## config.mk

```make
export PLATFORM = sky130hd
export DESIGN_NAME = mreg_bank
export DESIGN_NICKNAME = d
export VERILOG_FILES = /design/src/rtl/mreg_pkg.sv /design/src/rtl/mreg_rst_sync.sv /design/src/rtl/mreg_override.sv /design/src/rtl/mreg_slot.sv /design/src/rtl/mreg_bank.sv
export SDC_FILE = /design/constraint.sdc
export NUM_CORES = 1
export LEC_CHECK = 0
export CELL_PAD_IN_SITES_DETAIL_PLACEMENT = 1
export CELL_PAD_IN_SITES_GLOBAL_PLACEMENT = 1
export CORE_ASPECT_RATIO = 0.75
export CORE_MARGIN = 5
export CORE_UTILIZATION = 42
export CTS_CLUSTER_DIAMETER = 200
export DETAILED_ROUTE_END_ITERATION = 7
export MAX_ROUTING_LAYER = met4
export PLACE_DENSITY = 0.87
export SLEW_MARGIN = 20
export SYNTH_ARGS = -nofsm -noshare
export SYNTH_HDL_FRONTEND = slang
export SYNTH_SLANG_ARGS = --single-unit
```

## constraint.sdc

```tcl
create_clock -name clk -period 2.2 [get_ports clk]
set_input_delay 0.44 -clock clk [delete_from_list [all_inputs] [get_ports clk]]
set_output_delay 0.44 -clock clk [all_outputs]
set_load 0.01 [all_outputs]
```

## src/rtl/mreg_pkg.sv

```systemverilog
package mreg_pkg;
  localparam int DW = 16;
  localparam int AW = 5;
  typedef logic [DW-1:0] word_t;
  typedef logic [AW-1:0] addr_t;
  // location of the self-clearing unlock flag
  localparam addr_t OVR_ADDR = 5'd16;
  localparam int    OVR_BIT  = 15;
endpackage

```

## src/rtl/mreg_rst_sync.sv

```systemverilog
module mreg_rst_sync (
  input  logic clk,
  input  logic rst_n,
  output logic rst_sync_n
);
  logic [1:0] sync_q;

  always_ff @(posedge clk or negedge rst_n) begin
    if (!rst_n) sync_q <= 2'b00;
    else        sync_q <= {sync_q[0], 1'b1};
  end

  assign rst_sync_n = sync_q[1];
endmodule

```

## src/rtl/mreg_override.sv

```systemverilog
module mreg_override (
  input  logic clk,
  input  logic rst_n,
  input  logic wr_en,
  input  logic ctrl_hit,
  input  logic set_bit,
  output logic ovr_q
);
  logic ovr_d;

  // next state: an armed flag is consumed by any write; an idle flag
  // is armed only by a write to the control register with the bit set
  always_comb begin
    ovr_d = ovr_q;
    if (ovr_q) begin
      if (wr_en) ovr_d = 1'b0;
    end else if (wr_en && ctrl_hit && set_bit) begin
      ovr_d = 1'b1;
    end
  end

  always_ff @(posedge clk or negedge rst_n) begin
    if (!rst_n) ovr_q <= 1'b0;
    else        ovr_q <= ovr_d;
  end
endmodule

```

## src/rtl/mreg_slot.sv

```systemverilog
module mreg_slot
  import mreg_pkg::*;
#(
  parameter word_t DEF       = '0,
  parameter word_t WE_M      = '0,
  parameter word_t CLR_M     = '0,
  parameter word_t PROT_M    = '0,
  parameter bit    HAS_STRAP = 1'b0,
  parameter int    STRAP_LSB = 0,
  parameter int    STRAP_W   = 1
) (
  input  logic               clk,
  input  logic               rst_n,
  input  logic               wr,
  input  word_t              wr_data,
  input  logic               unlock,
  input  logic [STRAP_W-1:0] strap_i,
  output word_t              value
);
  localparam word_t FIELD_ONES = word_t'((1 << STRAP_W) - 1);
  localparam word_t STRAP_M    = HAS_STRAP ? (FIELD_ONES << STRAP_LSB) : '0;
  localparam word_t KEEP_M     = ~(WE_M | CLR_M | PROT_M);

  word_t q;
  word_t upd;

  // per-bit write rule
  always_comb begin
    upd = (wr_data & WE_M)
        | (value & wr_data & CLR_M)
        | (PROT_M & (unlock ? wr_data : value))
        | (value & KEEP_M);
  end

  always_ff @(posedge clk or negedge rst_n) begin
    if (!rst_n)  q <= DEF & ~STRAP_M;
    else if (wr) q <= upd & ~STRAP_M;
  end

  if (HAS_STRAP) begin : g_strap
    logic [STRAP_W-1:0] sq;
    // sampled every edge while reset is active, then written like any bit
    always_ff @(posedge clk) begin
      if (!rst_n)  sq <= strap_i;
      else if (wr) sq <= upd[STRAP_LSB +: STRAP_W];
    end
    assign value = q | (word_t'(sq) << STRAP_LSB);
  end else begin : g_plain
    logic unused_strap;
    assign unused_strap = ^strap_i;
    assign value = q;
  end
endmodule

```

## src/rtl/mreg_bank.sv

```systemverilog
module mreg_bank
  import mreg_pkg::*;
#(
  parameter int NSLOT      = 4,
  parameter logic [NSLOT-1:0][AW-1:0] SLOT_ADDR = {5'd16, 5'd4, 5'd1, 5'd0},
  parameter logic [NSLOT-1:0][DW-1:0] SLOT_DEF  = {16'h3815, 16'h01E1, 16'h7809, 16'h1200},
  parameter logic [NSLOT-1:0][DW-1:0] SLOT_WE   = {16'h000F, 16'hFFFF, 16'h0000, 16'h00FF},
  parameter logic [NSLOT-1:0][DW-1:0] SLOT_CLR  = {16'h3000, 16'h0000, 16'h000F, 16'h0000},
  parameter logic [NSLOT-1:0][DW-1:0] SLOT_PROT = {16'h07F0, 16'h0000, 16'h0000, 16'h0F00},
  parameter int STRAP_W    = 5,
  parameter int STRAP_SLOT = 3,
  parameter int STRAP_LSB  = 6
) (
  input  logic               clk,
  input  logic               rst_n,
  input  logic [STRAP_W-1:0] strap_i,
  input  logic [AW-1:0]      addr,
  input  logic               wr_en,
  input  logic [DW-1:0]      wr_data,
  input  logic               rd_en,
  output logic [DW-1:0]      rd_data
);
  logic                     rst_sync_n;
  logic                     ovr_q;
  logic                     ctrl_hit;
  logic [NSLOT-1:0]         hit;
  logic [NSLOT-1:0][DW-1:0] slot_val;
  logic [NSLOT-1:0][DW-1:0] reg_view;
  word_t                    rd_d;

  mreg_rst_sync u_rst (
    .clk        (clk),
    .rst_n      (rst_n),
    .rst_sync_n (rst_sync_n)
  );

  assign ctrl_hit = (addr == OVR_ADDR);

  mreg_override u_ovr (
    .clk      (clk),
    .rst_n    (rst_sync_n),
    .wr_en    (wr_en),
    .ctrl_hit (ctrl_hit),
    .set_bit  (wr_data[OVR_BIT]),
    .ovr_q    (ovr_q)
  );

  for (genvar i = 0; i < NSLOT; i++) begin : g_slot
    assign hit[i] = (addr == SLOT_ADDR[i]);

    mreg_slot #(
      .DEF       (SLOT_DEF[i]),
      .WE_M      (SLOT_WE[i]),
      .CLR_M     (SLOT_CLR[i]),
      .PROT_M    (SLOT_PROT[i]),
      .HAS_STRAP (i == STRAP_SLOT),
      .STRAP_LSB (STRAP_LSB),
      .STRAP_W   (STRAP_W)
    ) u_slot (
      .clk     (clk),
      .rst_n   (rst_sync_n),
      .wr      (wr_en && hit[i]),
      .wr_data (wr_data),
      .unlock  (ovr_q),
      .strap_i (strap_i),
      .value   (slot_val[i])
    );

    // the control register shows the live unlock flag in its top bit
    if (SLOT_ADDR[i] == OVR_ADDR) begin : g_ctrl
      assign reg_view[i] = (slot_val[i] & ~(word_t'(1) << OVR_BIT))
                         | (word_t'(ovr_q) << OVR_BIT);
    end else begin : g_data
      assign reg_view[i] = slot_val[i];
    end
  end

  always_comb begin
    rd_d = '0;
    for (int i = 0; i < NSLOT; i++) begin
      if (hit[i]) rd_d = rd_d | reg_view[i];
    end
  end

  always_ff @(posedge clk or negedge rst_sync_n) begin
    if (!rst_sync_n) rd_data <= '0;
    else if (rd_en)  rd_data <= rd_d;
  end
endmodule

```

==> key figures, run 1 <==
GRT
  – First-pass GRT wire length: roughly 14 mm
  – GRT Total Usage: 0.225
  – Grt ovf: 0
  – Largest net degree at the start of global routing: 31
  – Initial antenna violation count: 0
  – Vias in the first global route: roughly 2500

Min path
  – Min-Delay Path Class: in2async

Timing
  – Unrepaired setup endpoints after global routing: no
  – Slew Viols, Final: 0
  – Fmax: about 500 MHz
  – Final Hold Fails: 0
  – # setup viols final: 0
  – Final Skew: approximately 5.4 ps
  – Final period utilization: 0.902
  – Min Tclk post-route: between 1500 and 2000 ps
  – Setup_tns: 0 ps

Power and ir drop
  – Clock group share of total power: 0.398
  – Net switching power: between 0.7 and 0.8 mW
  – Cell Pwr Density: 820 nW/um^2
  – Switching Share: 0.239
  – Sequential Power Share: 0.467
  – Total power: between 3 and 4 mW
  – P_leak: 1.58 nW
  – Worst VDD drop: roughly 0.38 mV
  – Gate power share: 0.135
  – Pint: ~2.3 mW

Setup path
  – Crit end category: flip-flop
  – Reg2Reg Setup Slack: ~820 ps
  – Setup crit start: addr[0]
  – Req. time, crit path: around 2400 ps
  – Crit path max fanout: 5
  – FF-to-FF Start: u_ovr.ovr_q
  – CP Class: in2reg
  – Arrival time at the worst endpoint: between 2000 and 2500 ps
  – Crit start category: input port

Synthesis
  – Commonest cells post-synth: dfrtp_1, mux2_2, nor2_1
  – Post-synth EDFFs: 5
  – Post-Syn Instances: around 220
  – Yosys warnings: 0
  – Syn nets: around 250
  – Syn_area_per_cell: approximately 13 sq um
  – Post-Syn Area: around 2800 sq um
  – Ranking of synthesized cells by area: dfrtp_1, mux2_2, dfstp_2
  – Register bit total from synthesis: 64
  – Most common cell in the netlist: dfrtp_1
  – Most used flip-flop cell after synthesis: dfrtp_1
  – Post-synth top area cell: dfrtp_1
  – Synth top area share: 0.410
  – Register area share after synthesis: 0.585
  – Library cells used by synthesis: 32
  – Ys async rst share: 0.922

Drt
  – Initial DRC count: around 100
  – First-pass DRT Iterations: 4
  – Vias/cell: 5.77
  – DR WL/cell: around 23 um
  – DRC viols: 0
  – Routed Antenna Nets: 0
  – Vias post-DR: 2158
  – Drt total wl: roughly 8.6 mm

Floorplanning
  – Starting density of the core: 0.438
  – Die Ht: just over 80 um
  – Die X: about 100 um
  – FP Rows: 25
  – Die ar.: between 8000 and 9000 sq um
  – # IOs: 46
  – Core area: ~6400 sq um

Placed design
  – Count of input and output buffers: 45
  – Placed cell area: between 3000 and 4000 sq um
  – GP Congestion: 0.799
  – Hpwl dp: between 5 and 6 mm
  – Placed cells: 358

Run
  – Max-Cap Viols: 0

Finish
  – Fin area: approximately 3700 sq um
  – Share of layout cells above drive strength 1: 0.341
  – Filler cell count: between 600 and 700
  – Multi-input combinational cell area: approximately 1100 sq um
  – Finished Layout Cells: about 370
  – Post-layout net count: approximately 320
  – Antenna Diode Count: 0
  – Layout area overhead: 32.2%
  – FF+latch area: about 1600 sq um
  – Post-layout util: 0.579

CTS
  – Clock tree root buffer cell: clkbuf_8
  – Clk sinks: 64
  – # hold bufs at CTS: 0
  – TritonCTS clock tree: yes
  – Worst-path clk slew: approximately 60 ps
  – Clock Path Buffers: 2
  – Worst skew pair latency: between 300 and 400 ps
  – Post-CTS sizing: 0
  – H-tree lvl count: 3
  – CTS buffer count: 9
  – Post-CTS setup buffer count: 0

Outcome
  – Outcome: complete, no violations
-- through the flow --
stage	setup WS [ps]	hold WS (ps)
CTS	219	249
global placement	108	281
finish	215	263
detailed placement	76.6	298
floorplan	443	144
global route	136	245
-- metal layers --
| metal | wire length (um) | up-vias | track usage |
|---|---|---|---|
| li1 | - | 944 | - |
| met1 | 3700 | 1122 | 0.270 |
| met2 | 4390 | 79 | 0.379 |
| met3 | 419 | 13 | 0.0596 |
| met4 | 124 | 0 | 0.0647 |
| met5 | 0 | - | - |
-- cell usage in the layout (no fill, tap or decap), types with 2 or more instances in the layout --
cell | netlist | routed
dfstp_2 | 13 | 13
edfxtp_1 | 5 | 5
mux2_2 | 44 | 44
o21a_1 | 6 | 6
inv_1 | 9 | 9
nand2_1 | 3 | 3
dfrtp_1 | 46 | 45
o21ai_0 | 9 | 9
clkinv_2 | 0 | 2
bufinv_16 | 0 | 3
buf_4 | 0 | 20
clkdlybuf4s50_1 | 0 | 45
nand3_1 | 14 | 14
nor2_1 | 16 | 16
a32oi_1 | 9 | 9
a31oi_1 | 8 | 8
nor2b_1 | 3 | 3
clkbuf_8 | 0 | 9
a21oi_1 | 10 | 10
-- flip-flops by register name, indices dropped and copies added, names as in the netlist --
register and count:
rd_data 16, g_slot.u_slot.q 8, u_ovr.ovr_q 1, u_rst.sync_q 2, g_slot.u_slot.g_strap.sq 5, g_slot.u_slot.value 32
-- worst max-delay path, cell delays in order --
cell and delay (ps):
clkdlybuf4s50_1 620, buf_4 200, nor2b_1 430, a21oi_1 240
a31oi_1 280
-- cells by family after synthesis --
logic type,Yosys count,share of synthesized area
buffers and inverters,22,0.0317
muxes,45,0.180
AOI/OAI and AO/OA,46,0.107
DFF,64,0.585
other,1,0.00134
and+or+nand+nor,46,0.0945
-- power by group through the flow --
stage / logic [mW] / registers (mW) / clock network (mW)
3_5_place_dp: 0.403 / 1.43 / 0
4_1_cts: 0.416 / 1.42 / 1.23
5_1_grt: 0.446 / 1.43 / 1.29
6_report: 0.412 / 1.42 / 1.21
2_1_floorplan: 0.195 / 1.43 / 0
3_3_place_gp: 0.379 / 1.42 / 0
-- cell type report --
type                            instances  area share
Sequential cell                        64       0.443
Inverter                                9     0.00911
Tap cell                               81      0.0273
Multi-Input combinational cell        138       0.290
Clock inverter                          6      0.0290
Timing Repair Buffer                   66       0.167
Clock buffer                           10      0.0344
-- final timing paths --
check,endpoint,depth (start not counted)
worst max-delay path,rd_data[11],5
worst min-delay path,u_rst.sync_q[0],1
worst max register to register,g_slot[0].u_slot.value[10],2
worst min register to register,rd_data[13],1
max in group asynchronous,g_slot[2].u_slot.value[6],1
min in group clk,u_rst.sync_q[1],0
Power figures use the tool's default switching activity.
==> run 2: changes to the inputs <==
Settings changed: ABC_CLOCK_PERIOD_IN_PS from default to 2000.
Clock period 2.2 ns to 2 ns, I/O delays scaled along.
==> key figures, run 2 (same netlist as run 1, synthesis figures left out) <==
Setup path
  – FF-to-FF Start: u_ovr.ovr_q (unchanged)
  – Crit path max fanout: 5 (unchanged)
  – Arrival time at the worst endpoint: 2110 ps (was 2210 ps)
  – CP peak stage delay: 610 ps (was 620 ps)
  – Top Family by Delay on Critical Path: buffers and inverters (unchanged)
  – Reg2Reg Setup Slack: 610 ps (was 820 ps)
  – CP Class: in2reg (unchanged)
  – CP max stage cell: clkdlybuf4s50_1 (unchanged)
  – Worst path bufs/invs: 2 (unchanged)
  – Crit end category: flip-flop (unchanged)
  – Critical R2R Capture: g_slot[3].u_slot.g_strap.sq[2] (was g_slot[0].u_slot.value[10])
  – Setup crit start: addr[0] (unchanged)
  – Crit start category: input port (unchanged)
  – Worst path cell trace: clkdlybuf4s50_1 -> buf_4 -> nor2b_1 -> a21oi_1 -> a31oi_1 (unchanged)
  – Worst R2R Path Depth: 2 (unchanged)
  – Req. time, crit path: 2250 ps (was 2430 ps)

Finish
  – Post-layout net count: 324 (was 318)
  – Multi-input combinational cell area: 1070 sq um (unchanged)
  – FF+latch area: 1640 sq um (unchanged)
  – Largest register FFs: 32 (unchanged)
  – Layout area overhead: 32.5% (was 32.2%)
  – Finished Layout Cells: 380 (was 374)
  – Filler cell count: 661 (was 659)
  – Antenna Diode Count: 0 (unchanged)
  – Leading cell types in the layout, fill and taps excluded: dfrtp_1, clkdlybuf4s50_1, mux2_2, buf_4, nor2_1 (unchanged)
  – Share of layout cells above drive strength 1: 0.344 (was 0.341)

Drt
  – Vias/cell: 5.60 (was 5.77)
  – Initial DRC count: 69 (was 103)
  – DR WL/cell: 21.6 um (was 23.1 um)
  – Vias post-DR: 2128 (was 2158)
  – DRC viols: 0 (unchanged)
  – Routed Antenna Nets: 0 (unchanged)
  – First-pass DRT Iterations: 4 (unchanged)
  – Drt total wl: 8.20 mm (was 8.64 mm)

Power and ir drop
  – P_leak: 1.59 nW (was 1.58 nW)
  – Cell Pwr Density: 862 nW/um^2 (was 820 nW/um^2)
  – Worst VDD drop: 0.400 mV (was 0.380 mV)

CTS
  – CTS buffer count: 9 (unchanged)
  – Post-CTS sizing: 0 (unchanged)
  – Clock Path Buffers: 2 (unchanged)
  – Worst skew pair latency: 330 ps (was 340 ps)
  – TritonCTS clock tree: yes (unchanged)
  – # hold bufs at CTS: 0 (unchanged)
  – H-tree lvl count: 3 (unchanged)
  – Post-CTS setup buffer count: 0 (unchanged)
  – Clk sinks: 64 (unchanged)
  – Worst-path clk slew: 60 ps (about the same)
  – Clock tree root buffer cell: clkbuf_8 (unchanged)

Timing
  – Fmax: about 540 MHz
  – # setup viols final: 0 (unchanged)
  – Unrepaired setup endpoints after global routing: no (unchanged)
  – Final Hold Fails: 0 (unchanged)
  – Setup_tns: 0 ps (unchanged)
  – Final period utilization: 0.930
  – Final Skew: 4.19 ps (was 5.42 ps)
  – Final worst slack: 140 ps (was 215 ps)
  – Slew Viols, Final: 0 (unchanged)
  – Min Tclk post-route: 1860 ps

Floorplanning
  – Die Ht: 80.8 um (unchanged)
  – # IOs: 46 (unchanged)
  – FP Rows: 25 (unchanged)
  – Starting density of the core: 0.438 (unchanged)
  – Die ar.: 8430 sq um (unchanged)
  – Die X: 104 um (unchanged)
  – Core area: 6410 sq um (unchanged)

GRT
  – First-pass GRT wire length: 13.4 mm (was 14.0 mm)
  – Grt ovf: 0 (unchanged)
  – GRT Total Usage: 0.214 (was 0.225)
  – Largest net degree at the start of global routing: 38 (was 31)
  – Vias in the first global route: 2398 (was 2468)
  – Initial antenna violation count: 0 (unchanged)

Placed design
  – Placed cells: 364 (was 358)
  – Hpwl dp: 5.81 mm (was 5.74 mm)
  – Count of input and output buffers: 45 (unchanged)
  – Worst slack at placement: -147 ps (was 76.6 ps)
  – GP Congestion: 0.870 (was 0.799)

Run
  – Max-Cap Viols: 0 (unchanged)

Min path
  – Min-Delay Path Class: reg2async (was in2async)

Outcome
  – Outcome: complete, no violations (unchanged)
==> run 2: cell count changes in the layout (fill, tap and decap cells not counted) <==
cell,change
bufinv_16,-1
clkbuf_8,+1
buf_4,+7
buf_12,-1
clkinv_1,+2
clkinvlp_4,-1
clkinv_2,-2
clkbuf_1,+1
==> run 2: worst max path at each step <==
stage          cells after the start  slack, ps                             end
6_report                           5        140                     rd_data[13]
2_1_floorplan                      2        240  g_slot[3].u_slot.g_strap.sq[0]
4_1_cts                            5        150                     rd_data[11]
3_5_place_dp                       5       -150                     rd_data[13]
5_1_grt                            5        100                     rd_data[11]
3_3_place_gp                       5        -20                     rd_data[10]
==> run 2: metrics by stage <==
| step | hold WS [ps] | utilization | power, mW | area, sq um |
|---|---|---|---|---|
| 3_3_place_gp | 124 | 0.547 | 1.98 | 3510 |
| 3_5_place_dp | 129 | 0.547 | 2.02 | 3510 |
| 2_1_floorplan | 104 | - | 1.78 | 2810 |
| 6_report | 139 | 0.580 | 3.21 | 3720 |
| 4_1_cts | 138 | 0.580 | 3.23 | 3720 |
| 5_1_grt | 148 | 0.580 | 3.35 | 3720 |
==> run 2: cell type report <==
type | count | share of cell area
Inverter | 9 | 0.00908
Clock inverter | 4 | 0.0182
Timing Repair Buffer | 72 | 0.176
Tap cell | 81 | 0.0272
Clock buffer | 12 | 0.0390
Multi-Input combinational cell | 138 | 0.289
Sequential cell | 64 | 0.442
==> run 2: where the power goes <==
part           switching, mW  leakage [nW]  internal [mW]
sequential            0.0859         0.776           1.47
combinational          0.196         0.711          0.252
clock                  0.471         0.106          0.729
==> run 2: layer usage <==
| layer | vias to the layer above | routed length, um | part of all wire | GRT usage |
|---|---|---|---|---|
| met5 | - | 0 | 0 | - |
| met4 | 0 | 64 | 0.0078 | 0.0543 |
| met3 | 6 | 410 | 0.050 | 0.0564 |
| met2 | 60 | 4260 | 0.52 | 0.365 |
| met1 | 1110 | 3460 | 0.42 | 0.257 |
| li1 | 952 | - | - | - |
